### src/rtl/irq_det_pkg.sv
package irq_det_pkg;
  // Strobes passed from the control half to the datapath half.
  typedef struct packed {
    logic armed;     // event capture allowed (not the first edge after reset)
    logic clearReq;  // status read in progress this cycle
  } detCtrl_t;
endpackage

### src/rtl/irq_det_cfg.sv
module irq_det_cfg
  import irq_det_pkg::*;
#(
  parameter int LINES = 32
) (
  input  logic             clk,
  input  logic             rstN,
  input  logic [LINES-1:0] intEnSet,
  input  logic [LINES-1:0] intEnClr,
  input  logic [LINES-1:0] altSet,
  input  logic [LINES-1:0] altClr,
  input  logic [LINES-1:0] edgeSel,
  input  logic [LINES-1:0] levelSel,
  input  logic [LINES-1:0] riseHighSel,
  input  logic [LINES-1:0] fallLowSel,
  input  logic             statusRd,
  output logic [LINES-1:0] maskQ,
  output logic [LINES-1:0] altQ,
  output logic [LINES-1:0] edgeQ,
  output logic [LINES-1:0] polQ,
  output detCtrl_t         ctrl
);
  logic armedQ;

  always_ff @(posedge clk) begin
    if (!rstN) begin
      maskQ  <= '0;
      altQ   <= '0;
      edgeQ  <= '0;
      polQ   <= '0;
      armedQ <= 1'b0;
    end else begin
      // Enable and extended mode: clear has priority.
      maskQ  <= (maskQ | intEnSet) & ~intEnClr;
      altQ   <= (altQ | altSet) & ~altClr;
      // Detection kind and polarity: the edge / rising-high strobe has priority.
      edgeQ  <= (edgeQ & ~levelSel) | edgeSel;
      polQ   <= (polQ & ~fallLowSel) | riseHighSel;
      armedQ <= 1'b1;
    end
  end

  always_comb begin
    ctrl.armed    = armedQ;
    ctrl.clearReq = statusRd;
  end
endmodule

### src/rtl/irq_det_path.sv
module irq_det_path
  import irq_det_pkg::*;
#(
  parameter int LINES = 32
) (
  input  logic             clk,
  input  logic             rstN,
  input  logic [LINES-1:0] lineIn,
  input  logic [LINES-1:0] maskQ,
  input  logic [LINES-1:0] altQ,
  input  logic [LINES-1:0] edgeQ,
  input  logic [LINES-1:0] polQ,
  input  detCtrl_t         ctrl,
  output logic [LINES-1:0] prevQ,
  output logic [LINES-1:0] statusQ,
  output logic             irqOut
);
  logic [LINES-1:0] hit;

  for (genvar i = 0; i < LINES; i++) begin : g_line
    logic riseHit;
    logic fallHit;
    logic levelHit;
    assign riseHit  = lineIn[i] & ~prevQ[i];
    assign fallHit  = ~lineIn[i] & prevQ[i];
    assign levelHit = (lineIn[i] == polQ[i]);
    assign hit[i] = !altQ[i] ? (riseHit | fallHit)
                  : edgeQ[i] ? (polQ[i] ? riseHit : fallHit)
                  : levelHit;
  end

  always_ff @(posedge clk) begin
    if (!rstN) begin
      prevQ   <= '0;
      statusQ <= '0;
    end else begin
      prevQ   <= lineIn;
      statusQ <= (ctrl.clearReq ? '0 : statusQ) | (ctrl.armed ? hit : '0);
    end
  end

  assign irqOut = |(statusQ & maskQ);
endmodule

### src/rtl/irq_det.sv
module irq_det
  import irq_det_pkg::*;
#(
  parameter int LINES = 32
) (
  input  logic             clk,
  input  logic             rstN,
  input  logic [LINES-1:0] lineIn,
  input  logic [LINES-1:0] intEnSet,
  input  logic [LINES-1:0] intEnClr,
  input  logic [LINES-1:0] altSet,
  input  logic [LINES-1:0] altClr,
  input  logic [LINES-1:0] edgeSel,
  input  logic [LINES-1:0] levelSel,
  input  logic [LINES-1:0] riseHighSel,
  input  logic [LINES-1:0] fallLowSel,
  input  logic             statusRd,
  output logic [LINES-1:0] statusOut,
  output logic [LINES-1:0] maskOut,
  output logic             irq
);
  logic [LINES-1:0] maskQ;
  logic [LINES-1:0] altQ;
  logic [LINES-1:0] edgeQ;
  logic [LINES-1:0] polQ;
  logic [LINES-1:0] prevQ;
  logic [LINES-1:0] statusQ;
  detCtrl_t         ctrl;

  irq_det_cfg #(.LINES(LINES)) u_cfg (
    .clk(clk), .rstN(rstN),
    .intEnSet(intEnSet), .intEnClr(intEnClr),
    .altSet(altSet), .altClr(altClr),
    .edgeSel(edgeSel), .levelSel(levelSel),
    .riseHighSel(riseHighSel), .fallLowSel(fallLowSel),
    .statusRd(statusRd),
    .maskQ(maskQ), .altQ(altQ), .edgeQ(edgeQ), .polQ(polQ),
    .ctrl(ctrl)
  );

  irq_det_path #(.LINES(LINES)) u_path (
    .clk(clk), .rstN(rstN),
    .lineIn(lineIn),
    .maskQ(maskQ), .altQ(altQ), .edgeQ(edgeQ), .polQ(polQ),
    .ctrl(ctrl),
    .prevQ(prevQ), .statusQ(statusQ), .irqOut(irq)
  );

  assign statusOut = statusQ;
  assign maskOut   = maskQ;
endmodule

### config.mk
export PLATFORM = sky130hd
export DESIGN_NAME = irq_det
export DESIGN_NICKNAME = d
export VERILOG_FILES = /design/src/rtl/irq_det_pkg.sv /design/src/rtl/irq_det_cfg.sv /design/src/rtl/irq_det_path.sv /design/src/rtl/irq_det.sv
export SDC_FILE = /design/constraint.sdc
export NUM_CORES = 1
export LEC_CHECK = 0
export ABC_AREA = 1
export BUFFER_PORTS_ARGS = -buffer_cell sky130_fd_sc_hd__buf_2
export CORE_MARGIN = 2
export CORE_UTILIZATION = 40
export CTS_CLUSTER_DIAMETER = 150
export DETAILED_ROUTE_END_ITERATION = 8
export GPL_TIMING_DRIVEN = 0
export PLACE_DENSITY = 0.76
export SLEW_MARGIN = 20
export SYNTH_ARGS = -nofsm -noshare
export SYNTH_HDL_FRONTEND = slang
export SYNTH_SLANG_ARGS = --single-unit
export TNS_END_PERCENT = 5
### constraint.sdc
create_clock -name clk -period 0.85 [get_ports clk]
set_input_delay 0 -clock clk [delete_from_list [all_inputs] [get_ports clk]]
set_output_delay 0 -clock clk [all_outputs]
set_load 0.01 [all_outputs]
======== Yosys cells after proc, flatten, opt, wreduce, memory -nomap -nowiden ========
Cells that the tools add are included.
Widths: inputs -> output; s select.
operators by class
  equality and inequality tests ........... 32
  multiplexer cells ....................... 99
  bitwise gates (word level) .............. 174
  reduce and logical (&&, ||, !) cells .... 1
operator list
  kind              number
  $and 32x32->32    5
  $or 32x32->32     5
  $not 32->32       4
  $mux 1            97
  $and 1x1->1       64
  $mux 32           2
  $not 1->1         64
  $eq 1x1->1        32
  $or 1x1->1        32
  $reduce_or 32->1  1
storage, ports and cells
  register bits ........................... 193
  input port bits ......................... 291
  output and inout bits ................... 65
  word-level logic and storage cells ...... 313

======== Depth between registers and ports, before layout ========
Gate-level depths: netlist of the first run.
  word-level depth ........................ 7
  mapped depth ............................ 8
  depth with buffers taken out ............ 8

======== Cells and area by module ========
From an unflattened synthesis of the first run, not the netlist that was laid out.
unflattened totals
  cell total of the unflattened synthesis .. 1336
  area total of the unflattened synthesis .. 9703.1 µm²
modules (own cells, without submodules)
  module        times used  cells an instance  area each (µm²)  sequential area each (µm²)
  irq_det_path  1           806                5068.6           1281.2
  irq_det_cfg   1           530                4634.4           2582.5

======== Least setup slack after synthesis of the first run ========
Ideal clock, no wire load.
  path kind ............................... reg2reg
  start point ............................. register u_path.prevQ[31]
  end point ............................... register u_path.statusQ[31]
  library setup time ...................... 0.116 ns
  data arrival time ....................... 0.811 ns
  required time ........................... 0.734 ns
  setup slack ............................. -0.077 ns
  cell stages (with the launch flop) ...... 9
  path buffers ............................ 0
  period minus slack after synthesis ...... 0.927 ns
  cells stage by stage .................... dfxtp_1 -> inv_1 -> ha_1 -> nand2_1 -> nand3_1 -> nand2_1 -> nand2_1 -> nand2_1 -> a21oi_1
between the ends
  longest elaborated chain between the ends .. 7
  elaborated cells on any way between the ends .. 9
  classes of those cells .................. 4 x mux; 5 x bitwise
ends and longest elaborated chain
  item                    line                text
  start, declared         irq_det_path.sv:14  output logic [LINES-1:0] prevQ,
  start signal, assigned  irq_det_path.sv:37  prevQ <= lineIn;
  $not 1->1               irq_det_path.sv:24  assign riseHit = lineIn[i] & ~prevQ[i];
  $and 1x1->1             irq_det_path.sv:24
  $mux 1 (2 in series)    irq_det_path.sv:28  : edgeQ[i] ? (polQ[i] ? riseHit : fallHit)
  $mux 1 (*)              irq_det_path.sv:27  assign hit[i] = !altQ[i] ? (riseHit | fallHit)
  $mux 32 (*)             irq_det_path.sv:38  statusQ <= (ctrl.clearReq ? '0 : statusQ) | (ctrl.armed ? hit : '0);
  $or 32x32->32 (*)       irq_det_path.sv:38
  end signal, assigned    irq_det_path.sv:38
  end, declared           irq_det_path.sv:15  output logic [LINES-1:0] statusQ,
Every way passes the cells marked *; elsewhere a longest branch is shown, timed or not.
A chain may end at the register's enable or synchronous reset.

======== Final worst setup path of the first run ========
  start point ............................. register u_path.statusQ[25]
  end point ............................... output port irq
between the ends
  longest elaborated chain between the ends .. 2
ends and longest elaborated chain
  item              line                text
  $and 32x32->32    irq_det_path.sv:42  assign irqOut = |(statusQ & maskQ);
  $reduce_or 32->1  irq_det_path.sv:42
  end, declared     irq_det.sv:20       output logic irq
No other way between the ends.

==> metrics.yaml, run 1 <==
clk_pin_slew_ps: 80
status: "finished, violations left"
synth_xor_xnor_area_share_pct: 0
finalHoldViolations: 0
p_seq_share_pct: 42.8
synthesis.area_um2: 8790
arrival_ps: 1520
remaining_drc_errors: 0
cts_tree: "built"
syn_area_per_cell_um2: 6.98
worstMarginPinSlew_ps: 378
dr.pass1.iters: 6
overflow: 0
violations: "setup timing"
grt_pass1_wl_um: 61400
yosys.area_share.adder_pct: 9.11
wl_um: 40800
crit_path_max_fanout: 3
clk_latency_ps: 440
rrSetupSlack_ps: -230
dieArea_um2: 23200
ant_nets: 0
drive_gt1_share_pct: 32.4
post-synth-top-area-cell: "dfxtp_1"
reg2regPathDepth: 7
ys_ff_latch: 193
numCtsBuffers: 17
max-slew-margin-rel_pct: 74.8
drt_first_iter_violations: 932
internal-power_uw: 16800
synthDistinctLibCells: 14
vias_per_cell: 5.13
min_delay_path_depth: 7
syn_inst: 1260
grt_max_degree: 19
muxShareOfSynthArea_pct: 0
drv_slew: 0
leakage_uw: 0.00756
endpoint_kind: "primary output"
final_cell_mix: "buf_2, nand2_1, dlygate4sd3_1"
required_ps: 850
critPathLaunchType: "register"
grt_usage_pct: 33.3
clkSinkCount: 193
htreeDepth: 4
final.period_utilization_pct: 179
r2r_start: "u_path.prevQ[12]$_SDFF_PN0_"
min-delay-start: "lineIn[5]"
io_pins: 356
switchingPower_uw: 6940
die_h_um: 152
maxCapViolations: 0
p_sw_share_pct: 29.3
core_area_um2: 21700
clock-skew-final_ps: 14.6
peakVddDrop_mv: 1.10
rsz0062_at_grt: "yes"
row_count: 54
p_clk_share_pct: 36.3
yosys.area_share.simple_pct: 32.9
synth.net_count: 1615
vias: 11440
min_period_ps: 1520
reg2reg_to: "u_path.statusQ[12]$_SDFF_PN0_"
hold_class: "in2reg"
yosysWarnings: 0
fin_ws_ps: -675
io_buffers: 355
cts-root-buf: "clkbuf_16"
initial_core_util_pct: 40.6
avgRoutedWirePerCell_um: 18.3
dp_hpwl_um: 21600
timing.fmax_mhz: 656
worstSetupPathType: "reg2out"
clockBufferDepth: 2
powerDensity_nw_per_um2: 1520
fin_tns_setup_ps: -28400
holdPathEnd: "u_path.statusQ[5]$_SDFF_PN0_"
area_growth_pct: 77.1
setup_viol: 234
synth_area_leaders: "dfxtp_1, nand2_1, nor2_1"
final_common_cell: "buf_2"
synth_top_family_by_area: "simple AND/OR/NAND/NOR gates"
seq_area_frac_synth_pct: 43.9
fin_nets: 2286
synth_top_area_share_pct: 43.9
routabilityCongestion: 0.931
antenna_found_initial: 5
fin_hold_ws_ps: 52.1
combPwrFrac_pct: 20.9
synth-compound-area-share_pct: 3.64
die_w_um: 152
grt_pass1_vias: 12253
state kept, by name, summed over array words and instances (netlist names):
name	count
u_cfg.altQ	32
u_cfg.edgeQ	32
u_cfg.maskQ	32
u_cfg.polQ	32
u_path.prevQ	32
u_path.statusQ	32
u_cfg.armedQ	1
routing by layer:
layer  track usage, %  wire length, µm  vias up
met2             58.5            20200      808
met4             25.2             3130        2
met1             34.0            14100     5174
met3             8.62             3410      273
li1                 -                -     5183
met5                0               13        -
worst max-delay path, cell delays in order (launching register included):
cell	delay, ps
dfxtp_4	370
nand2_1	180
nand4_1	120
nor2_1	160
nand4_1	100
buf_2	160
through the flow:
| stage | util, % | total power, µW | worst slack [ps] | area, µm² | std cells |
|---|---|---|---|---|---|
| after floorplan | - | 11700 | -34.8 | 8910 | 1260 |
| after global placement | 50.9 | 13200 | -331 | 11000 | 1895 |
| after detailed placement | 50.9 | 13300 | -326 | 11000 | 1895 |
| after CTS | 69.9 | 23000 | -713 | 15200 | 2219 |
| after global routing | 71.8 | 24500 | -708 | 15600 | 2228 |
| final | 71.8 | 23700 | -675 | 15600 | 2228 |
Yosys cell counts:
cell type and count:
inv_2 1, buf_4 7, ha_1 64, nor2_1 260
nor3_2 4, nand3_1 64, nand4_1 9, buf_6 5
nand2_1 320, inv_1 194, buf_2 15, a21oi_1 64
nor3_1 60, dfxtp_1 193
power by group through the flow:
stage	Clock, µW	Sequential, µW	Combinational [µW]
2_1_floorplan	0	10200	1550
3_3_place_gp	0	10200	2950
3_5_place_dp	0	10200	3040
4_1_cts	8570	10100	4370
5_1_grt	8940	10200	5350
6_report	8610	10100	4950
what timing repair did:
item,in CTS,in global routing
setup buffers,2,3
gates resized for setup,169,98
pin swaps,9,16
gates cloned,0,2
hold buffers,290,1
endpoints found under the setup margin,97,253
hold endpoints to repair,163,3
final cells by class:
class	count	area [µm²]
inverters	195	739
well taps	280	350
clock inverters	14	173
plain buffers	27	238
diodes	4	10.0
multi-input cells	845	4390
clock buffers	18	439
repair buffers	652	5170
fillers	1349	6110
flip-flops and latches	193	4060
how the worst max path moves through the flow:
stage | slack, ps | cells past startpoint | from | endpoint
3_5_place_dp | -330 | 5 | u_path.statusQ[17]$_SDFF_PN0_ | irq
6_report | -670 | 5 | u_path.statusQ[25]$_SDFF_PN0_ | irq
5_1_grt | -710 | 5 | u_cfg.maskQ[23]$_SDFF_PN0_ | irq
2_1_floorplan | -30 | 8 | u_path.prevQ[31]$_SDFF_PN0_ | u_path.statusQ[31]$_SDFF_PN0_
3_3_place_gp | -330 | 5 | u_path.statusQ[17]$_SDFF_PN0_ | irq
4_1_cts | -710 | 5 | u_path.statusQ[21]$_SDFF_PN0_ | irq
kinds of logic after synthesis:
| logic type | after synthesis |
|---|---|
| buffers and inverters | 222 |
| DFF | 193 |
| adders and majority gates | 64 |
| AOI/OAI and AO/OA | 64 |
| and+or+nand+nor | 717 |
No activity file was read; power rests on OpenSTA's default activity.
==> run 2: changes to the inputs <==
- GPL_TIMING_DRIVEN: 0 -> unset
==> metrics.yaml, run 2 (synthesis gave the netlist of run 1 again) <==
remaining_drc_errors: 0  # unchanged
crit_path_max_incr_delay_ps: 350  # -20 ps
cp_slowest_cell: "dfxtp_2"
grt_pass1_vias: 12245  # -0.065%
core_area_um2: 21700  # unchanged
pre_cts_ws_ps: -241  # +85.0 ps
p_clk_share_pct: 34.7  # -1.6 points
p_sw_share_pct: 29.9  # +0.61 points
worstSetupPathType: "reg2out"
critPathLaunchType: "register"
dp_hpwl_um: 21200  # -1.6%
status: "finished, violations left"
worstMarginPinSlew_ps: 348  # -30.0 ps
antenna_found_initial: 4  # -1
setup_viol: 116  # -50%
fin_nets: 2371  # +3.7%
io_pins: 356  # unchanged
ant_nets: 0  # unchanged
final_cell_mix: "buf_2, nand2_1, dlygate4sd3_1"
dieArea_um2: 23200  # unchanged
crit_top_cell: "nand4_1"
die_w_um: 152  # unchanged
finalHoldViolations: 0  # unchanged
die_h_um: 152  # unchanged
row_count: 54  # unchanged
endpoint_kind: "primary output"
area_growth_pct: 85.4
clk_pin_slew_ps: 80  # about the same
initial_core_util_pct: 40.6  # unchanged
final.period_utilization_pct: 169  # -10 points
reg2regPathDepth: 8  # +1
drv_slew: 0  # unchanged
dr.pass1.iters: 5  # -1
min_period_ps: 1440  # -87.7 ps
fin_ws_ps: -587  # +87.7 ps
overflow: 0  # unchanged
hold_class: "in2reg"
routabilityCongestion: 0.881  # -5.4%
post_dp_cell_area_um2: 11800  # +7.2%
holdPathEnd: "u_cfg.armedQ$_DFF_P_"
wl_um: 43800  # +7.2%
max-slew-margin-rel_pct: 76.6  # +1.8 points
rsz0062_at_grt: "yes"
leakage_uw: 0.00798  # +5.6%
vias_per_cell: 5.16  # +0.40%
combPwrFrac_pct: 23.0  # +2.1 points
violations: "setup timing"
required_ps: 850  # about the same
switchingPower_uw: 7170  # +3.3%
postLayoutCellArea_um2: 16300  # +4.7%
final_common_cell: "buf_2"
drive_gt1_share_pct: 38.9  # +6.5 points
reg2reg_to: "u_path.statusQ[13]$_SDFF_PN0_"
internal-power_uw: 16800  # +0.33%
drt_first_iter_violations: 1013  # +8.7%
grt_max_degree: 61  # +42
path_cells: "nand2_4, nand4_1, nor2_2, nand4_1, buf_4"
clock-skew-final_ps: 13.0  # -1.62 ps
numCtsBuffers: 17  # unchanged
timing.fmax_mhz: 696  # +6.1%
r2r_start: "u_path.prevQ[13]$_SDFF_PN0_"
fin_tns_setup_ps: -18150  # +10250 ps
io_buffers: 355  # unchanged
clk_latency_ps: 440  # about the same
peakVddDrop_mv: 0.932  # -15%
p_seq_share_pct: 42.3  # -0.5 points
arrival_ps: 1440  # -80 ps
avgRoutedWirePerCell_um: 18.9  # +3.2%
fin_hold_ws_ps: 36.4  # -15.8 ps
crit_path_max_fanout: 2  # -1
rrSetupSlack_ps: -340  # -110 ps
htreeDepth: 4  # unchanged
grt_pass1_wl_um: 61200  # -0.27%
powerDensity_nw_per_um2: 1470  # -3.3%
grt_usage_pct: 32.9  # -0.41 points
min-delay-start: "rstN"
vias: 11929  # +4.3%
clkSinkCount: 193  # unchanged
maxCapViolations: 0  # unchanged
cts-root-buf: "clkbuf_16"
min_delay_path_depth: 2  # -5
cts_tree: "built"
clockBufferDepth: 2  # unchanged
-- run 2: cell types whose count changed in the layout (fill, tap and decap cells not counted), sizes merged --
cell and change:
buf +89, bufinv -1, clkbuf -2, clkinv -3, clkinvlp +3, diode +1
dlygate4sd3 -2, inv +1
-- run 2: through the flow --
stage,total power (µW),utilization (%),std cells
after floorplan,11700,-,1260
after global placement,13600,54.6,1986
after detailed placement,13700,54.6,1986
after CTS,23000,72.1,2306
after global routing,24800,75.2,2313
final,24000,75.2,2314
-- run 2: worst max path at each step --
stage                                   from                       endpoint  slack [ps]  cells after the start
2_1_floorplan    u_path.prevQ[31]$_SDFF_PN0_  u_path.statusQ[31]$_SDFF_PN0_         -30                      8
5_1_grt         u_path.statusQ[2]$_SDFF_PN0_                            irq        -660                      5
6_report          u_cfg.maskQ[25]$_SDFF_PN0_                            irq        -590                      5
4_1_cts        u_path.statusQ[11]$_SDFF_PN0_                            irq        -610                      5
3_3_place_gp   u_path.statusQ[25]$_SDFF_PN0_                            irq        -250                      5
3_5_place_dp      u_cfg.maskQ[15]$_SDFF_PN0_                            irq        -240                      5
-- run 2: worst max-delay path, delay by kind of cell (launching register included) --
kind                   cells  cell delay (ps)
flip-flops                 1              350
AND/OR/NAND/NOR            4              490
buffers and inverters      1              170
-- run 2: layout make-up --
cell class,count,area (µm²)
Timing Repair Buffer,764,6070
Fill cell,1298,5380
Multi-Input combinational cell,845,4510
Sequential cell,193,4050
Inverter,195,736
Clock buffer,18,439
Tap cell,280,350
Clock inverter,14,145
Antenna cell,5,12.5
-- run 2: power by group through the flow --
stage	registers [µW]	clock network (µW)	logic (µW)
after floorplan	10200	0	1550
after global placement	10200	0	3420
after detailed placement	10200	0	3520
after CTS	10000	8230	4730
after global routing	10200	8680	5910
final	10100	8330	5510
-- run 2: per-layer routing --
layer | vias up | track usage (%) | wire length (µm)
li1 | 5354 | - | -
met4 | 0 | 24.0 | 3720
met2 | 869 | 59.2 | 22100
met5 | - | 0 | 0
met3 | 318 | 8.16 | 3470
met1 | 5388 | 33.0 | 14500
-- run 2: what timing repair did --
action                                  in CTS  in global routing
gates cloned                                 0                  0
endpoints found under the hold margin      160                  0
pin swaps                                   11                 25
gates resized for setup                    101                221
endpoints found under the setup margin      99                144
buffers inserted                             0                  3
hold buffers                               288                  0
